--- src/rtl/sb_pkg.sv ---
package sb_pkg;

  // Number of set bits in a slot-valid vector (zero-extended by the caller).
  function automatic int unsigned sb_popcount(input logic [31:0] v);
    int unsigned n;
    n = 0;
    for (int i = 0; i < 32; i++) begin
      n += {31'd0, v[i]};
    end
    return n;
  endfunction

  // Bits needed to hold a countdown starting at lat.
  function automatic int sb_timer_width(input int lat);
    return (lat < 2) ? 1 : $clog2(lat + 1);
  endfunction

endpackage

--- src/rtl/sb_index_decode.sv ---
module sb_index_decode #(
  parameter int NUM_REGS = 128,
  parameter int NUM_IDX  = 2,
  localparam int IDX_W   = $clog2(NUM_REGS)
) (
  input  logic                            en,
  input  logic [NUM_IDX-1:0][IDX_W-1:0]   idx,
  input  logic [NUM_IDX-1:0]              vld,
  output logic [NUM_REGS-1:0]             mask
);

  always_comb begin
    mask = '0;
    for (int i = 0; i < NUM_IDX; i++) begin
      if (en && vld[i] && (int'(idx[i]) < NUM_REGS)) begin
        mask[idx[i]] = 1'b1;
      end
    end
  end

endmodule

--- src/rtl/sb_busy_array.sv ---
module sb_busy_array
  import sb_pkg::*;
#(
  parameter int NUM_REGS = 128,
  parameter int PIPE_LAT = 4
) (
  input  logic                clk,
  input  logic                rst_n,
  input  logic [NUM_REGS-1:0] set_mask,
  input  logic [NUM_REGS-1:0] arm_mask,
  input  logic [NUM_REGS-1:0] wb_mask,
  output logic [NUM_REGS-1:0] busy,
  output logic [NUM_REGS-1:0] expire
);

  localparam int TW = sb_timer_width(PIPE_LAT);

  for (genvar r = 0; r < NUM_REGS; r++) begin : g_reg
    logic [TW-1:0] tmr_q;
    logic          busy_r;

    always_ff @(posedge clk) begin
      if (!rst_n) begin
        tmr_q <= '0;
      end else if (arm_mask[r]) begin
        tmr_q <= TW'(PIPE_LAT);
      end else if (tmr_q != '0) begin
        tmr_q <= tmr_q - TW'(1);
      end
    end

    assign expire[r] = (tmr_q == TW'(1));

    always_ff @(posedge clk) begin
      if (!rst_n) begin
        busy_r <= 1'b0;
      end else if (set_mask[r]) begin
        busy_r <= 1'b1;
      end else if (expire[r] || wb_mask[r]) begin
        busy_r <= 1'b0;
      end
    end

    assign busy[r] = busy_r;


    set_wins_chk: assert property (@(posedge clk) disable iff (!rst_n)
      set_mask[r] |=> busy_r);


    wb_clear_chk: assert property (@(posedge clk) disable iff (!rst_n)
      (wb_mask[r] && !set_mask[r]) |=> !busy_r);


    expire_clear_chk: assert property (@(posedge clk) disable iff (!rst_n)
      (expire[r] && !set_mask[r]) |=> !busy_r);
  end

endmodule

--- src/rtl/sb_hazard_check.sv ---
module sb_hazard_check #(
  parameter int NUM_REGS = 128
) (
  input  logic                clk,
  input  logic                rst_n,
  input  logic [NUM_REGS-1:0] busy,
  input  logic [NUM_REGS-1:0] src_mask,
  input  logic [NUM_REGS-1:0] dst_mask,
  output logic                raw,
  output logic                wax,
  output logic                ready
);

  logic src_hit;
  logic dst_hit;

  assign src_hit = |(src_mask & busy);
  assign dst_hit = |(dst_mask & busy);
  assign raw     = src_hit;
  assign wax     = !src_hit && dst_hit;
  assign ready   = !(src_hit || dst_hit);


  raw_blocks_chk: assert property (@(posedge clk) disable iff (!rst_n)
    raw |-> !ready);

endmodule

--- src/rtl/sb_counters.sv ---
module sb_counters
  import sb_pkg::*;
#(
  parameter int NUM_SRC = 4,
  parameter int NUM_DST = 2,
  parameter int CNT_W   = 32
) (
  input  logic               clk,
  input  logic               rst_n,
  input  logic               q_check,
  input  logic               raw,
  input  logic               wax,
  input  logic               ex_en,
  input  logic               ex_mem,
  input  logic [NUM_SRC-1:0] ex_src_vld,
  input  logic [NUM_DST-1:0] ex_dst_vld,
  input  logic               wb_en,
  input  logic [NUM_DST-1:0] wb_dst_vld,
  output logic [CNT_W-1:0]   raw_cnt,
  output logic [CNT_W-1:0]   wax_cnt,
  output logic [CNT_W-1:0]   rd_cnt,
  output logic [CNT_W-1:0]   wr_cnt
);

  logic             alu_ex;
  logic [CNT_W-1:0] rd_add;
  logic [CNT_W-1:0] wr_add_ex;
  logic [CNT_W-1:0] wr_add_wb;

  assign alu_ex    = ex_en && !ex_mem;
  assign rd_add    = ex_en  ? CNT_W'(sb_popcount(32'(ex_src_vld))) : '0;
  assign wr_add_ex = alu_ex ? CNT_W'(sb_popcount(32'(ex_dst_vld))) : '0;
  assign wr_add_wb = wb_en  ? CNT_W'(sb_popcount(32'(wb_dst_vld))) : '0;

  always_ff @(posedge clk) begin
    if (!rst_n) begin
      raw_cnt <= '0;
      wax_cnt <= '0;
      rd_cnt  <= '0;
      wr_cnt  <= '0;
    end else begin
      if (q_check && raw) begin
        raw_cnt <= raw_cnt + CNT_W'(1);
      end else if (q_check && wax) begin
        wax_cnt <= wax_cnt + CNT_W'(1);
      end
      rd_cnt <= rd_cnt + rd_add;
      wr_cnt <= wr_cnt + wr_add_ex + wr_add_wb;
    end
  end


  one_cause_chk: assert property (@(posedge clk) disable iff (!rst_n)
    (q_check && raw) |=> $stable(wax_cnt));


  rd_hold_chk: assert property (@(posedge clk) disable iff (!rst_n)
    !ex_en |=> $stable(rd_cnt));


  wr_hold_chk: assert property (@(posedge clk) disable iff (!rst_n)
    (!alu_ex && !wb_en) |=> $stable(wr_cnt));

endmodule

--- src/rtl/scalar_busy_scoreboard.sv ---
module scalar_busy_scoreboard #(
  parameter int NUM_REGS = 128,
  parameter int NUM_SRC  = 4,
  parameter int NUM_DST  = 2,
  parameter int PIPE_LAT = 4,
  parameter int CNT_W    = 32,
  localparam int IDX_W   = $clog2(NUM_REGS)
) (
  input  logic                          clk,
  input  logic                          rst_n,
  input  logic [NUM_SRC-1:0][IDX_W-1:0] q_src_idx,
  input  logic [NUM_SRC-1:0]            q_src_vld,
  input  logic [NUM_DST-1:0][IDX_W-1:0] q_dst_idx,
  input  logic [NUM_DST-1:0]            q_dst_vld,
  input  logic                          q_check,
  output logic                          q_ready,
  output logic                          q_raw_stall,
  output logic                          q_wax_stall,
  input  logic                          iss_en,
  input  logic [NUM_DST-1:0][IDX_W-1:0] iss_dst_idx,
  input  logic [NUM_DST-1:0]            iss_dst_vld,
  input  logic                          ex_en,
  input  logic                          ex_mem,
  input  logic [NUM_SRC-1:0]            ex_src_vld,
  input  logic [NUM_DST-1:0][IDX_W-1:0] ex_dst_idx,
  input  logic [NUM_DST-1:0]            ex_dst_vld,
  input  logic                          wb_en,
  input  logic [NUM_DST-1:0][IDX_W-1:0] wb_dst_idx,
  input  logic [NUM_DST-1:0]            wb_dst_vld,
  output logic [CNT_W-1:0]              raw_cnt,
  output logic [CNT_W-1:0]              wax_cnt,
  output logic [CNT_W-1:0]              rd_cnt,
  output logic [CNT_W-1:0]              wr_cnt
);

  // Named internal events, visible to the assertions.
  logic [NUM_REGS-1:0] src_mask;
  logic [NUM_REGS-1:0] dst_mask;
  logic [NUM_REGS-1:0] set_mask;
  logic [NUM_REGS-1:0] arm_mask;
  logic [NUM_REGS-1:0] wb_mask;
  logic [NUM_REGS-1:0] busy;
  logic [NUM_REGS-1:0] expire;
  logic                alu_ex;

  assign alu_ex = ex_en && !ex_mem;

  sb_index_decode #(.NUM_REGS(NUM_REGS), .NUM_IDX(NUM_SRC)) u_dec_qsrc (
    .en(1'b1), .idx(q_src_idx), .vld(q_src_vld), .mask(src_mask));

  sb_index_decode #(.NUM_REGS(NUM_REGS), .NUM_IDX(NUM_DST)) u_dec_qdst (
    .en(1'b1), .idx(q_dst_idx), .vld(q_dst_vld), .mask(dst_mask));

  sb_index_decode #(.NUM_REGS(NUM_REGS), .NUM_IDX(NUM_DST)) u_dec_iss (
    .en(iss_en), .idx(iss_dst_idx), .vld(iss_dst_vld), .mask(set_mask));

  sb_index_decode #(.NUM_REGS(NUM_REGS), .NUM_IDX(NUM_DST)) u_dec_arm (
    .en(alu_ex), .idx(ex_dst_idx), .vld(ex_dst_vld), .mask(arm_mask));

  sb_index_decode #(.NUM_REGS(NUM_REGS), .NUM_IDX(NUM_DST)) u_dec_wb (
    .en(wb_en), .idx(wb_dst_idx), .vld(wb_dst_vld), .mask(wb_mask));

  sb_busy_array #(.NUM_REGS(NUM_REGS), .PIPE_LAT(PIPE_LAT)) u_busy (
    .clk(clk), .rst_n(rst_n),
    .set_mask(set_mask), .arm_mask(arm_mask), .wb_mask(wb_mask),
    .busy(busy), .expire(expire));

  sb_hazard_check #(.NUM_REGS(NUM_REGS)) u_hazard (
    .clk(clk), .rst_n(rst_n),
    .busy(busy), .src_mask(src_mask), .dst_mask(dst_mask),
    .raw(q_raw_stall), .wax(q_wax_stall), .ready(q_ready));

  sb_counters #(.NUM_SRC(NUM_SRC), .NUM_DST(NUM_DST), .CNT_W(CNT_W)) u_cnt (
    .clk(clk), .rst_n(rst_n),
    .q_check(q_check), .raw(q_raw_stall), .wax(q_wax_stall),
    .ex_en(ex_en), .ex_mem(ex_mem),
    .ex_src_vld(ex_src_vld), .ex_dst_vld(ex_dst_vld),
    .wb_en(wb_en), .wb_dst_vld(wb_dst_vld),
    .raw_cnt(raw_cnt), .wax_cnt(wax_cnt), .rd_cnt(rd_cnt), .wr_cnt(wr_cnt));

  for (genvar g = 0; g < NUM_DST; g++) begin : g_iss_chk

    issue_marks_chk: assert property (@(posedge clk) disable iff (!rst_n)
      (iss_en && iss_dst_vld[g]) |=> busy[$past(iss_dst_idx[g])]);
  end


  wax_excl_chk: assert property (@(posedge clk) disable iff (!rst_n)
    q_wax_stall |-> (!q_raw_stall && !q_ready));

endmodule

--- config.mk ---
export PLATFORM = sky130hd
export DESIGN_NAME = scalar_busy_scoreboard
export DESIGN_NICKNAME = d
export VERILOG_FILES = /design/src/rtl/sb_pkg.sv /design/src/rtl/sb_index_decode.sv /design/src/rtl/sb_busy_array.sv /design/src/rtl/sb_hazard_check.sv /design/src/rtl/sb_counters.sv /design/src/rtl/scalar_busy_scoreboard.sv
export SDC_FILE = /design/constraint.sdc
export NUM_CORES = 2
export LEC_CHECK = 0
export ABC_AREA = 1
export CAP_MARGIN = 20
export CORE_MARGIN = 1.5
export CORE_UTILIZATION = 40
export DETAILED_ROUTE_END_ITERATION = 8
export PLACE_DENSITY_LB_ADDON = 0.15
export SLEW_MARGIN = 20
export SYNTH_ARGS = -nofsm -noshare
export SYNTH_HDL_FRONTEND = slang
export SYNTH_HIERARCHICAL = 1
export SYNTH_SLANG_ARGS = --single-unit
--- constraint.sdc ---
create_clock -name clk -period 2.7 [get_ports clk]
set_input_delay 0.405 -clock clk [delete_from_list [all_inputs] [get_ports clk]]
set_output_delay 0.405 -clock clk [all_outputs]
set_load 0.01 [all_outputs]
Word-level counts from Yosys, hierarchy flattened
Index checks and enable logic that the tools add are counted.
{ "totals": {"ff_bits": 640, "inputBits": 107, "out_inout_bits": 131, "word_cells": 1909} }
{ "classes": {"addsub": 138, "order_cmp": 24, "eq_ne": 128, "n_mux": 551, "n_bitwise": 11, "reduce_logical": 669} }
{ "ops": {"columns": ["op", "n"], "rows": [
  ["$mux W128", 12],
  ["$or A128 B128 Y128", 7],
  ["$mux W3", 256],
  ["$reduce_bool A2 Y1", 256],
  ["$eq A3 B1 Y1 const B", 128],
  ["$reduce_bool A3 Y1", 128],
  ["$sub A3 B1 Y3 const B", 128],
  ["$mux W1", 268],
  ["$and A128 B128 Y128", 2],
  ["$reduce_or A128 Y1", 2],
  ["$reduce_or A2 Y1", 128],
  ["$logic_or A1 B1 Y1", 129],
  ["$add A32 B32 Y32", 3],
  ["$lt A7 B8 Y1 const B", 12],
  ["$mux W32", 3],
  ["$demux W1 S7", 12],
  ["$ge A7 B1 Y1 const B", 12],
  ["$add A32 B1 Y32", 2],
  ["$add A32 B1 Y32 const B", 2],
  ["$logic_and A1 B1 Y1", 22],
  ["$add A1 B1 Y2", 3],
  ["$logic_not A1 Y1", 3],
  ["$not A1 Y1", 2],
  ["$reduce_and A2 Y1", 1]
]} }

Longest topological paths before layout
{ "depth": {"ltp_word": 17, "depth_mapped": 25, "mapped_depth_nobuf": 25} }

Cells and area by module
Netlist, hierarchy kept.
{ "by_module_without_submodules": {"columns": ["module", "instances", "cells_each", "area_each_um2", "seq_area_each_um2"], "rows": [
  ["sb_busy_array", 1, 4633, 30958.4, 10249.8],
  ["sb_counters", 1, 1069, 6981.7, 2562.5],
  ["sb_index_decode at u_dec_arm ...", 3, 509, 2004.4, 0.0],
  ["sb_index_decode at u_dec_qsrc", 1, 1352, 5175.0, 0.0],
  ["sb_index_decode at u_dec_wb", 1, 517, 2037.0, 0.0],
  ["sb_hazard_check", 1, 532, 2014.4, 0.0],
  ["scalar_busy_scoreboard", 1, 3, 13.8, 0.0]
]} }

Worst setup path after synthesis
Ideal clock, no wire load.
{ "synth_timing": {"path_kind": "input -> register", "from": "input port q_src_idx[0] (netlist bit)", "to": "register u_cnt.wax_cnt[29]", "setup_ns": 0.113, "arrival_ns": 2.944, "required_ns": 2.587, "setup_slack_ns": -0.357, "cell_stages": 23, "path_buffers": 2, "path_cell_list": "buf_2 inv_1 nand3_1 buf_1 nor2_1 nor2_1 nand2_1 nand2_1 nand2_1 nor2_1 nand2_1 nor2_1 nand2_1 nor2_1 nand2_1 nor2_1 nand3_4 clkinv_2 nand3_2 nor2_4 nand2_2 nor2_1 nor2_1"} }
{ "synth_between": {"elab_chain_cells": 17, "word_cells_on_any_way": 20, "classes_between": "2 x order compare; 6 x mux; 5 x bitwise; 7 x reduce/logical"} }
{ "synth_rtl": {"columns": ["element", "line", "rtl"], "rows": [
  ["start: declaration", "scalar_busy_scoreboard.sv:11", "input logic [NUM_SRC-1:0][IDX_W-1:0] q_src_idx,"],
  ["$lt A7 B8 Y1 (not written as such) or $ge A7 B1 Y1 (tied branches)", "sb_index_decode.sv:16", "mask[idx[i]] = 1'b1;"],
  ["$logic_and A1 B1 Y1 (not written as such)", "sb_index_decode.sv:16", null],
  ["$mux W1 (not written as such)", "sb_index_decode.sv:16", null],
  ["$demux W1 S7 (*)", null, null],
  ["$mux W128 (*)", "sb_index_decode.sv:15", "if (en && vld[i] && (int'(idx[i]) < NUM_REGS)) begin"],
  ["$or A128 B128 Y128 (no line)", null, null],
  ["$mux W128 (*)", "sb_index_decode.sv:15", null],
  ["$or A128 B128 Y128 (no line)", null, null],
  ["[... 3 more ...]", null, null],
  ["via src_mask[114]", "scalar_busy_scoreboard.sv:37", "logic [NUM_REGS-1:0] src_mask;"],
  ["$and A128 B128 Y128 (*)", "sb_hazard_check.sv:17", "assign src_hit = |(src_mask & busy);"],
  ["$reduce_or A128 Y1 (*)", "sb_hazard_check.sv:17", null],
  ["via q_raw_stall", "scalar_busy_scoreboard.sv:17", "output logic q_raw_stall,"],
  ["$logic_not A1 Y1 (*)", "sb_hazard_check.sv:20", "assign wax = !src_hit && dst_hit;"],
  ["$logic_and A1 B1 Y1 (*)", "sb_hazard_check.sv:20", null],
  ["via q_wax_stall", "scalar_busy_scoreboard.sv:18", "output logic q_wax_stall,"],
  ["$logic_and A1 B1 Y1 (*)", "sb_counters.sv:44", "end else if (q_check && wax) begin"],
  ["$reduce_and A2 Y1 (no line) (*)", null, null],
  ["end signal: assignment", "sb_counters.sv:45", "wax_cnt <= wax_cnt + CNT_W'(1);"],
  ["end: declaration", "sb_counters.sv:20", "output logic [CNT_W-1:0] wax_cnt,"]
]} }
Mark *: on every way through the listed nets, which the timed path passes. The rest lies on a longest branch.
A chain may end at the register's enable or synchronous reset.

Final worst setup path
{ "layout_timing": {"from": "input port q_dst_idx[1] (netlist bit)", "to": "output port q_wax_stall"} }
{ "layout_between": {"elab_chain_cells": 10, "word_cells_on_any_way": 11, "classes_between": "2 x order compare; 4 x mux; 2 x bitwise; 3 x reduce/logical"} }
{ "layout_rtl": {"columns": ["element", "line", "rtl"], "rows": [
  ["start: declaration", "scalar_busy_scoreboard.sv:13", "input logic [NUM_DST-1:0][IDX_W-1:0] q_dst_idx,"],
  ["$lt A7 B8 Y1 (not written as such) or $ge A7 B1 Y1 (tied branches)", "sb_index_decode.sv:16", null],
  ["$logic_and A1 B1 Y1 (not written as such)", "sb_index_decode.sv:16", null],
  ["$mux W1 (not written as such)", "sb_index_decode.sv:16", null],
  ["$demux W1 S7 (*)", null, null],
  ["$mux W128 (*)", "sb_index_decode.sv:15", null],
  ["$or A128 B128 Y128 (no line)", null, null],
  ["$mux W128 (*)", "sb_index_decode.sv:15", null],
  ["via dst_mask[64]", "scalar_busy_scoreboard.sv:38", "logic [NUM_REGS-1:0] dst_mask;"],
  ["$and A128 B128 Y128 (*)", "sb_hazard_check.sv:18", "assign dst_hit = |(dst_mask & busy);"],
  ["$reduce_or A128 Y1 (*)", "sb_hazard_check.sv:18", null],
  ["$logic_and A1 B1 Y1 (*)", "sb_hazard_check.sv:20", null],
  ["end: declaration", "scalar_busy_scoreboard.sv:18", null]
]} }
Marked as above.

==> flow_summary.toml <==
[status]
status = "finished with violations"
violations = "negative setup slack"

[layout]
fillers = 13780
regArea_um2 = 12830
finalNetCount = 10700
drive_gt1_share_pct = 13.43
syn2layout_area_growth_pct = 25.26
multi_input_area_um2 = 33830

[clock_tree]
clock_latency_ns = 0.70
cts-buffers-inserted = 81
path_clk_slew_ns = 0.05
clockRootBuffer = "clkbuf_16"
htreeDepth = 3
clockBufferDepth = 3
cts_sinks = 640
cts_tree = "done"
cts_hold_buf = 0

[timing]
fin_ws_ns = -0.2424
slew-limit-headroom_pct = 54.58
hold_ws_ns = 0.2468
clock_skew_ns = 0.04122
slew_viol_final = 0
fmax_mhz = 339.9
finalSetupViolations = 28
tightest_slew_ns = 0.6788
rsz0062_at_grt = "yes"
fin_crit_ns = 2.942
finalSetupTns_ns = -3.070
hold_violations = 0
min_period_over_period_pct = 109.0

[setup_path]
crit_top_cell = "nand2_1"
path_class = "in2out"
crit_family = "simple AND/OR/NAND/NOR gates"
critPathBufInv = 6
crit_fanout = 4
required_ns = 2.30
cp_slowest_cell = "nand4_1"
worstPathArrival_ns = 2.54
critPathLaunchType = "primary input"
end_kind = "primary output"
slowest_delay_ns = 0.30
path_cells = "buf_6 -> buf_6 -> inv_4 -> buf_6 -> buf_4 -> nand2_1 -> nor2_1 -> nand3_1 -> nand2_1 -> nand2_1 -> nand4_1 -> nor2_2 -> nand2_1 -> nor2_1 -> nand2_1 -> nor2_4 -> nor2_4 -> buf_6"

[job]
maxCapViolations = 0

[logic_synthesis]
ys_warn_count = 6
synthCells = 9505
syn-cell-area_um2 = 52710
synth_area_per_cell_um2 = 5.546

[placement]
port_buffers = 237
dpl_worst_slack_ns = -1.453
hpwl_um = 170200
gp_congestion = 1.069

[global_route]
overflow = 0
grt_antenna_before_repair = 11
grt_pass1_wl_um = 321100
grtUsageMet1_pct = 40.48
busiest_layer = "met2"
met3_usage_pct = 6.265
gr-usage-met2_pct = 49.64
grt_use_total_pct = 31.36
grt_max_degree = 79
grt_pass1_vias = 53360

[min_path]
hold_path.class = "in2reg"

[die]
io_pins = 238
start_util_pct = 40.20
rows = 133
dieArea_um2 = 134000
die_w_um = 366.0
coreArea_um2 = 131100
die_h_um = 366.0

[detailed_routing]
vias = 59180
remaining_drc_errors = 0
wl_um = 218100
initialDrtViolationCount = 6100
routedWlPerCell_um = 18.16
ant_nets = 0
first_pass_iters = 8
vias_per_cell = 4.929

[pwr]
ir_drop_v = 0.0005987
p_leak_nw = 33.93
powerDensity_nw_per_um2 = 633.0
[placed cells by master, fill, tap and decap left out, types with 122 or more instances in the layout]
cell type / count
a21oi_1: 212
buf_4: 488
clkdlybuf4s50_1: 185
dfxtp_1: 631
ha_1: 394
inv_1: 1459
nand2_1: 3491
nand2_2: 122
nand3_1: 195
nor2_1: 1928
nor2_4: 185
o21ai_0: 258
[what timing repair did]
action,in CTS,in global routing
buffers inserted,63,11
gates resized for setup,682,108
gates cloned,10,1
setup endpoints to repair,67,72
pin swaps,131,46
hold endpoints to repair,0,0
[worst register-to-register path, delay by kind of cell, from the launching register on]
family,cells,cell delay (ns)
simple gates,14,1.37
buf+inv,6,0.86
flops,1,0.46
[final timing paths]
path | start | end | slack, ns | depth (start not counted)
min reg2reg | u_busy/g_reg[119].tmr_q[1] | u_busy/g_reg[119].tmr_q[1] | 0.48 | 2
max reg2reg | u_busy/g_reg[43].busy_r | u_cnt/wax_cnt[18] | -0.10 | 20
max | q_dst_idx[1] | q_wax_stall | -0.24 | 18
min | rst_n | u_busy/g_reg[59].tmr_q[2] | 0.25 | 3
[power breakdown]
| part | internal, W | total, W | switching (W) |
|---|---|---|---|
| clock network | 0.00637 | 0.0109 | 0.00455 |
| logic | 0.00613 | 0.0174 | 0.0113 |
| registers | 0.0120 | 0.0134 | 0.00141 |
| total | 0.0245 | 0.0418 | 0.0173 |
[metrics by stage]
stage	instances	power, W	cell area [µm²]	util (%)
detailed placement	11790	0.03064	60920	46.46
CTS	12000	0.04200	65600	50.03
floorplan	9514	0.02600	52830	-
global route	12010	0.04566	66020	50.35
global placement	11790	0.02990	60920	46.46
finish	12010	0.04179	66030	50.35
[metal layers]
layer / part of all wire (%) / wire (µm) / vias to the layer above
met1: 42 / 91100 / 26500
li1: - / - / 29290
met2: 43 / 93790 / 2689
met3: 9.4 / 20470 / 674
met4: 5.7 / 12540 / 22
met5: 0.086 / 187 / -
[final cells by class]
cell class / instances / area share (%)
Clock buffer: 119 / 3.591
Timing Repair Buffer: 883 / 13.34
Tap cell: 1755 / 3.326
Inverter: 1513 / 8.666
Antenna cell: 3 / 0.01137
Sequential cell: 640 / 19.43
Clock inverter: 23 / 0.3866
Timing Repair inverter: 1 / 0.009475
Multi-Input combinational cell: 7071 / 51.24
[flip-flops by register name (all words and copies together) (netlist names)]
register and count:
u_busy/g.busy_r 128, u_busy/g.tmr_q 384, u_cnt/raw_cnt 32, u_cnt/wax_cnt 32, u_cnt/rd_cnt 32, u_cnt/wr_cnt 32
Power figures use the tool's default switching activity.
